File: src/rtl/lcd_power_seq_pkg.sv
package lcd_power_seq_pkg;
  localparam int NSTAGE  = 4;
  localparam int ST_CLK  = 0;
  localparam int ST_SYNC = 1;
  localparam int ST_DISP = 2;
  localparam int ST_PWM  = 3;

  typedef logic [NSTAGE-1:0] stage_vec_t;

  // stage that must be active before stage s may be enabled
  function automatic int up_pred(input int s);
    return (s == ST_CLK) ? ST_CLK : s - 1;
  endfunction

  // stage that must be inactive before stage s may be disabled
  // power-down order: display, sync, clock, pwm
  function automatic int down_pred(input int s);
    case (s)
      ST_SYNC: return ST_DISP;
      ST_CLK:  return ST_SYNC;
      ST_PWM:  return ST_CLK;
      default: return ST_DISP;
    endcase
  endfunction
endpackage

File: src/rtl/lcd_sts_sync.sv
module lcd_sts_sync #(
  parameter int W     = 4,
  parameter int DEPTH = 2
) (
  input  logic         clk,
  input  logic         rst,
  input  logic [W-1:0] d,
  output logic [W-1:0] q
);
  logic [W-1:0] pipe [DEPTH];

  always_ff @(posedge clk) begin
    if (rst) begin
      for (int k = 0; k < DEPTH; k++) pipe[k] <= '0;
    end else begin
      pipe[0] <= d;
      for (int k = 1; k < DEPTH; k++) pipe[k] <= pipe[k-1];
    end
  end

  assign q = pipe[DEPTH-1];
endmodule

File: src/rtl/lcd_guard_stage.sv
module lcd_guard_stage #(
  parameter int GUARD_W = 4
) (
  input  logic               clk,
  input  logic               rst,
  input  logic               go_on,
  input  logic               go_off,
  input  logic               sof,
  input  logic [GUARD_W-1:0] guard,
  output logic               en,
  output logic               tgt,
  output logic               busy
);
  logic [GUARD_W-1:0] cnt;
  logic [GUARD_W:0]   nxt;

  assign nxt = {1'b0, cnt} + {{GUARD_W{1'b0}}, sof};

  always_ff @(posedge clk) begin
    if (rst) begin
      en   <= 1'b0;
      tgt  <= 1'b0;
      busy <= 1'b0;
      cnt  <= '0;
    end else if (!busy) begin
      if (go_off) begin
        tgt  <= 1'b0;
        busy <= 1'b1;
        cnt  <= '0;
      end else if (go_on) begin
        tgt  <= 1'b1;
        busy <= 1'b1;
        cnt  <= '0;
      end
    end else if (nxt >= {1'b0, guard}) begin
      en   <= tgt;
      busy <= 1'b0;
    end else begin
      cnt <= nxt[GUARD_W-1:0];
    end
  end
endmodule

File: src/rtl/lcd_stage_watch.sv
module lcd_stage_watch #(
  parameter int LIMIT = 1000
) (
  input  logic clk,
  input  logic rst,
  input  logic tgt,
  input  logic sts,
  output logic hit
);
  localparam int CW = $clog2(LIMIT + 1);
  logic [CW-1:0] cnt;
  logic          mism;

  assign mism = tgt ^ sts;

  always_ff @(posedge clk) begin
    if (rst || !mism) cnt <= '0;
    else if (cnt != CW'(LIMIT)) cnt <= cnt + 1'b1;
  end

  assign hit = mism && (cnt == CW'(LIMIT - 1));
endmodule

File: src/rtl/lcd_power_seq.sv
module lcd_power_seq
  import lcd_power_seq_pkg::*;
#(
  parameter int GUARD_W     = 4,
  parameter int TIMEOUT_CYC = 1000,
  parameter int SYNC_DEPTH  = 2
) (
  input  logic               clk,
  input  logic               rst,
  input  logic [3:0]         en_stb,
  input  logic [3:0]         dis_stb,
  input  logic               sof,
  input  logic [GUARD_W-1:0] guard_frames,
  output logic [3:0]         stage_en,
  output logic [3:0]         stage_sts,
  output logic               order_err,
  output logic               timeout_flag
);
  stage_vec_t en_q, sts, tgt, up_ok, down_ok, up_acc, down_acc, hit;
  logic       disp_busy;
  logic       err_set;

  lcd_sts_sync #(.W(NSTAGE), .DEPTH(SYNC_DEPTH)) i_sync (
    .clk(clk), .rst(rst), .d(en_q), .q(sts)
  );

  for (genvar i = 0; i < NSTAGE; i++) begin : g_stage
    if (i == ST_CLK) begin : g_up_free
      assign up_ok[i] = 1'b1;
    end else begin : g_up_dep
      assign up_ok[i] = sts[up_pred(i)];
    end

    if (i == ST_DISP) begin : g_down_free
      assign down_ok[i] = 1'b1;
    end else begin : g_down_dep
      assign down_ok[i] = ~sts[down_pred(i)];
    end

    assign up_acc[i]   = en_stb[i] & up_ok[i];
    assign down_acc[i] = dis_stb[i] & down_ok[i];

    if (i == ST_DISP) begin : g_guarded
      lcd_guard_stage #(.GUARD_W(GUARD_W)) i_guard (
        .clk(clk), .rst(rst),
        .go_on(up_acc[i]), .go_off(down_acc[i]),
        .sof(sof), .guard(guard_frames),
        .en(en_q[i]), .tgt(tgt[i]), .busy(disp_busy)
      );
    end else begin : g_plain
      always_ff @(posedge clk) begin
        if (rst)              en_q[i] <= 1'b0;
        else if (down_acc[i]) en_q[i] <= 1'b0;
        else if (up_acc[i])   en_q[i] <= 1'b1;
      end
      assign tgt[i] = en_q[i];
    end

    lcd_stage_watch #(.LIMIT(TIMEOUT_CYC)) i_watch (
      .clk(clk), .rst(rst), .tgt(tgt[i]), .sts(sts[i]), .hit(hit[i])
    );
  end

  assign err_set = |(en_stb & ~up_ok) | |(dis_stb & ~down_ok);

  always_ff @(posedge clk) begin
    if (rst) begin
      order_err    <= 1'b0;
      timeout_flag <= 1'b0;
    end else begin
      if (err_set) order_err <= 1'b1;
      if (|hit)    timeout_flag <= 1'b1;
    end
  end

  assign stage_en  = en_q;
  assign stage_sts = sts;
endmodule

File: config.mk
export PLATFORM = sky130hd
export DESIGN_NAME = lcd_power_seq
export DESIGN_NICKNAME = d
export VERILOG_FILES = /design/src/rtl/lcd_power_seq_pkg.sv /design/src/rtl/lcd_sts_sync.sv /design/src/rtl/lcd_guard_stage.sv /design/src/rtl/lcd_stage_watch.sv /design/src/rtl/lcd_power_seq.sv
export SDC_FILE = /design/constraint.sdc
export NUM_CORES = 1
export LEC_CHECK = 0
export ABC_AREA = 1
export BUFFER_PORTS_ARGS = -buffer_cell sky130_fd_sc_hd__clkbuf_2
export CAP_MARGIN = 20
export CORE_AREA = 4 4 80 82
export CTS_CLUSTER_DIAMETER = 150
export CTS_CLUSTER_SIZE = 20
export DETAILED_ROUTE_END_ITERATION = 10
export DIE_AREA = 0 0 84 86
export PLACE_DENSITY = 0.75
export SYNTH_ARGS = -nofsm -noshare
export SYNTH_HDL_FRONTEND = slang
export SYNTH_SLANG_ARGS = --single-unit
File: constraint.sdc
create_clock -name clk -period 1.8 [get_ports clk]
set_input_delay 0.27 -clock clk [delete_from_list [all_inputs] [get_ports clk]]
set_output_delay 0.27 -clock clk [all_outputs]
set_load 0.1 [all_outputs]
* After elaboration in Yosys (flattened, before gate mapping)
Memories as Yosys holds them, arrays and structs flattened. Index checks and enable logic that the tools add are counted. W data, S select, Z words.
Cells by class: add/subtract/negate cells 5, bitwise logic cells 21, multiply operators 0, multiplexer cells 15, reduce and logical (&&, ||, !) cells 23, $lt $le $gt $ge 1, divide/modulo/power cells 0, eq/ne operators 9, shift-type cells 0
Operators by type and width (number):
- $add A10 B1 Y10 const B | 4
- $eq A10 B10 Y1 const B | 4
- $ne A10 B10 Y1 const B | 4
- $mux W4 | 6
- $reduce_or A4 Y1 | 3
- $mux W1 | 9
- $and A4 B4 Y4 | 2
- $not A4 Y4 | 2
- $and A1 B1 Y1 | 6
- $reduce_and A2 Y1 | 3
- $reduce_or A2 Y1 | 3
- $add A4 B1 Y5 | 1
- $ge A5 B4 Y1 | 1
- $logic_and A1 B1 Y1 | 4
- $logic_not A1 Y1 | 4
- $logic_or A1 B1 Y1 | 4
- $not A1 Y1 | 4
- $xor A1 B1 Y1 | 4
- $or A1 B1 Y1 | 3
- $reduce_bool A3 Y1 | 1
- $ne A2 B2 Y1 const B | 1
- $reduce_bool A2 Y1 | 1
Storage, ports and cells: bits in latches 0, word-level logic and storage cells 88, memory bits (read-only) 0, input bits 15, memories kept 1, RAM bits 8, bits in registers 52, output and inout port bits 10
Memory list:
- i_sync.pipe | depth 2, bits a word 4, rd ports 2, clocked after memory_dff 0, wr ports 2, RTL line lcd_sts_sync.sv:10 | logic [W-1:0] pipe [DEPTH];

* Depth between registers and ports, before layout
An unclocked memory read counts as a cell.
depth after elaboration 6, depth in mapped cells 13, gate-level depth less buffers 13

* By module
A second synthesis with hierarchy kept.
Second synthesis, totals: cell total of the unflattened synthesis 454, area, all modules 3215.6 µm²
By module, submodules not included:
- lcd_stage_watch | area each 561.8 µm², sequential area each 200.2 µm², cells each 82, times used 4
- lcd_guard_stage | area each 452.9 µm², sequential area each 140.1 µm², cells each 58, times used 1
- lcd_sts_sync | area each 261.5 µm², sequential area each 160.2 µm², cells each 29, times used 1
- lcd_power_seq | area each 254.0 µm², sequential area each 100.1 µm², cells each 39, times used 1

* Worst setup path after synthesis
OpenSTA, ideal clock, no wires.
kind flip-flop to flip-flop, start point register g_stage[2].g_guarded.i_guard.cnt[0], end point register g_stage[2].g_guarded.i_guard.cnt[0], path buffers 0, data arrival time 1.678 ns, slack -0.010 ns, cell stages (with the launch flop) 13, setup time 0.132 ns, cells stage by stage dfxtp_1 ha_1 ha_1 xor2_1 ha_1 nand2_1 inv_1 nand2_1 nand2_1 nand2_1 nand3_2 nand3_1 a21oi_1
Between the ends: cells in the longest elaborated chain, start to end 4, elaborated cells on any way between the ends 6, those cells by class 1 x add/sub; 1 x order compare; 1 x eq/ne; 2 x mux; 1 x reduce/logical
RTL lines:
- start: declaration | RTL line lcd_guard_stage.sv:14 | logic [GUARD_W-1:0] cnt;
- start signal: assignment | RTL line lcd_guard_stage.sv:39 | cnt <= nxt[GUARD_W-1:0];
- $add A4 B1 Y5 * | RTL line lcd_guard_stage.sv:17 | assign nxt = {1'b0, cnt} + {{GUARD_W{1'b0}}, sof};
- $ge A5 B4 Y1 | RTL line lcd_guard_stage.sv:35 | end else if (nxt >= {1'b0, guard}) begin
- $ne A2 B2 Y1 (no source line)
- $reduce_and A2 Y1 (no source line)
Mark *: on every way between the ends. The rest lies on a longest branch, timed or not. The select of a mux whose other input is x is not followed. A chain may end at the register's enable or synchronous reset.

* Worst setup path after layout
start point register g_stage[2].g_guarded.i_guard.cnt[0], end point register g_stage[2].g_guarded.i_guard.cnt[2]
The elaborated chain is that of the path after synthesis.

==> metrics.cfg <==
[worst_setup_path]
cpMaxStageDelayCell = dfxtp_4
worstPathCellList = ha_4 > ha_4 > xor2_4 > ha_4 > nand2_2 > inv_2 > nand2_2 > nand2_2 > nand2_4 > nand3_4 > nand3_4 > a21oi_2
r2r_start = g_stage[2].g_guarded.i_guard.cnt[0]
critPathKind = flip-flop to flip-flop
worstPathArrival_ps = 2190
start_kind = flip-flop
cp_max_fo = 5
worst_path_largest_cell_delay_ps = 350
endpoint_kind = flip-flop
startpoint = g_stage[2].g_guarded.i_guard.cnt[0]
cp.required_ps = 2070

[sta]
drv_slew = 0
worst_hold_slack_ps = 135
rsz0062_at_grt = yes
max_slew_margin = 0.626
skew_ps = 3.58
tightest_slew_ps = 564
hold_viol = 0
period_share = 1.06
fin_crit_ps = 1920
setup_violations = 6
tns_ps = -332
fmax_ghz = 0.522
fin_ws_ps = -117

[logic_synthesis]
yosys-top-cells-count = nand2_1 (67), dfxtp_1 (60), inv_1 (58)
muxShareOfSynthArea = 0
synth-xor-area-share = 0.0239
synth_top_area_cell = dfxtp_1
synth_compound_area_frac = 0.123
avgSynthCellArea_um2 = 7.44
synth.most_common_cell = nand2_1
async_flop_share = 0
yosysWarnings = 0
seq_area_frac_synth = 0.409
synth_ff_type = dfxtp_1
synth_top_family_by_area = simple AND/OR/NAND/NOR gates
syn_nets = 424
ys_types = 36
synthSimpleGateAreaFrac = 0.276
synth_top_area_share = 0.409
synth-seq-cells = 60
synthTopCellsByArea = dfxtp_1 (41%), nand2_1 (8.6%), inv_1 (7.4%)
syn_area_mm2 = 0.00294
synth_edf_count = 0
synth-adder-area-share = 0.0596
syn_inst = 395

[power_and_ir_drop]
vdd_drop_max_uv = 411
power_density_mw_per_mm2 = 781
clkPwrFrac = 0.443
p_switching_uw = 615
comb_power_share = 0.056
p_leak_uw = 0.00139
p_sw_frac = 0.228
power_frac_seq = 0.501
intPower_uw = 2090

[floorplanning]
dieArea_mm2 = 0.00722
die_w_um = 84
start_util = 0.511
die_h_um = 86
num_io_pins = 25
core_area_mm2 = 0.00575
rows = 28

[global_routing]
grt_pass1_vias = 2325
grt-ovfl-total = 0
grt_antenna_before_repair = 0
grt_max_degree = 20
track_usage = 0.179
grt_pass1_wl_mm = 10.2

[drt]
dr.pass1.iters = 6
routedWlPerCell_um = 12.2
ant_nets = 0
routed_wl_mm = 6.17
drc = 0
avgViaCountPerCell = 4.97
drt_iter0_drc = 57
via_count = 2510

[clocking]
h-tree-depth = 3
cts_hold_buf = 0
cts_tree = yes
cts_root_buf = clkbuf_8
clk_path_buf_depth = 2
clk_pin_slew_ps = 60
cts_buffers = 9
cts.sinks = 60
clock_latency_ps = 340

[final_layout]
syn_to_final_growth_pct = 17.8
utilization = 0.603
fin_nets = 456
fin_area_mm2 = 0.00346
diodes = 0
num-fill-cells = 516
drive_gt1_frac = 0.207

[placement]
numPortBuffers = 24
finalWeightedCongestion = 0.900
placed_area_mm2 = 0.00310
place_worst_setup_slack_ps = -183
hpwl_mm = 4.16

[status]
status = complete, but fails checks
violations = negative setup slack

[worst_hold_path]
hp-start = dis_stb[1]
hold_path_class = primary input to flip-flop

[job]
cap_viol_max_count = 0

placed cells by master, fill, tap and decap left out, types with 2 or more instances in the layout:
| master | count |
|---|---|
| nor3_1 | 10 |
| nand3_2 | 3 |
| nor2_4 | 2 |
| nand2_2 | 10 |
| nor3_2 | 2 |
| inv_1 | 56 |
| a21oi_1 | 38 |
| nor2_1 | 37 |
| o21a_1 | 3 |
| ha_4 | 3 |
| clkbuf_2 | 24 |
| or2_0 | 3 |
| dfxtp_1 | 59 |
| nor3b_1 | 2 |
| o21ai_0 | 14 |
| nand2_1 | 62 |
| buf_4 | 9 |
| a211oi_1 | 3 |
| nor2_2 | 2 |
| xor2_1 | 7 |
| nand3b_1 | 2 |
| nand3_4 | 2 |
| clkbuf_8 | 11 |
| nand3_1 | 17 |
| ha_1 | 11 |
| nand4_1 | 10 |
| a21oi_2 | 6 |
| inv_2 | 7 |
power by group through the flow:
| stage | registers, µW | logic [µW] | clock network, µW |
|---|---|---|---|
| floorplan | 1390 | 82.4 | 0 |
| global placement | 1380 | 122 | 0 |
| detailed placement | 1380 | 123 | 0 |
| CTS | 1350 | 136 | 1220 |
| global route | 1360 | 169 | 1290 |
| finish | 1350 | 152 | 1200 |
worst max-delay path: cells and delay by family (launching register included):
kind | cells | cell delay, ps
simple gates | 6 | 470
compound gates | 1 | 180
flops | 1 | 350
fa+ha+maj | 3 | 620
xor+xnor | 1 | 160
buf+inv | 1 | 50
worst paths after layout:
kind,to,slack (ps),cells past startpoint
max,g_stage[2].g_guarded.i_guard.cnt[2],-120,12
min reg2reg,i_sync.pipe[0][6],400,2
min,stage_en[1],140,2
max reg2reg,g_stage[2].g_guarded.i_guard.cnt[2],-120,12
layer usage:
layer,vias up,track usage,part of all wire
li1,1332,-,-
met1,1105,0.210,0.45
met2,57,0.291,0.48
met3,16,0.0557,0.040
met4,0,0.102,0.033
met5,-,0,0
per-stage QoR:
stage / cells / total power, µW
global route: 505 / 2810
floorplan: 395 / 1470
detailed placement: 485 / 1510
global placement: 485 / 1500
CTS: 504 / 2710
finish: 505 / 2700
registers in the layout, summed over array words and instances (netlist names):
signal	flops
g_stage.i_watch.cnt	40
i_sync.pipe	8
g_stage.g_guarded.i_guard.cnt	4
stage_en	3
g_stage.g_guarded.i_guard.busy	1
g_stage.g_guarded.i_guard.en	1
g_stage.g_guarded.i_guard.tgt	1
order_err	1
timeout_flag	1
cell families after synthesis:
| group | Yosys count |
|---|---|
| and+or+nand+nor | 170 |
| DFF | 60 |
| xor gates and xnor gates | 8 |
| AOI/OAI and AO/OA | 67 |
| buffers and inverters | 76 |
| adders and majority gates | 14 |
cell type report:
class	count	area [µm²]	share of cell area
multi-input combinational	259	1550	0.446
sequential	60	1200	0.348
inverter	64	240	0.0694
timing repair buffer	33	188	0.0542
clock buffer	12	155	0.0448
tap	75	93.8	0.0271
clock inverter	2	35.0	0.0101
repair_timing:
action,in CTS,in global routing
setup buffers,5,1
setup endpoints to repair,6,6
pin swaps,5,6
gates resized for setup,13,14
No activity file was read; power rests on OpenSTA's default activity.
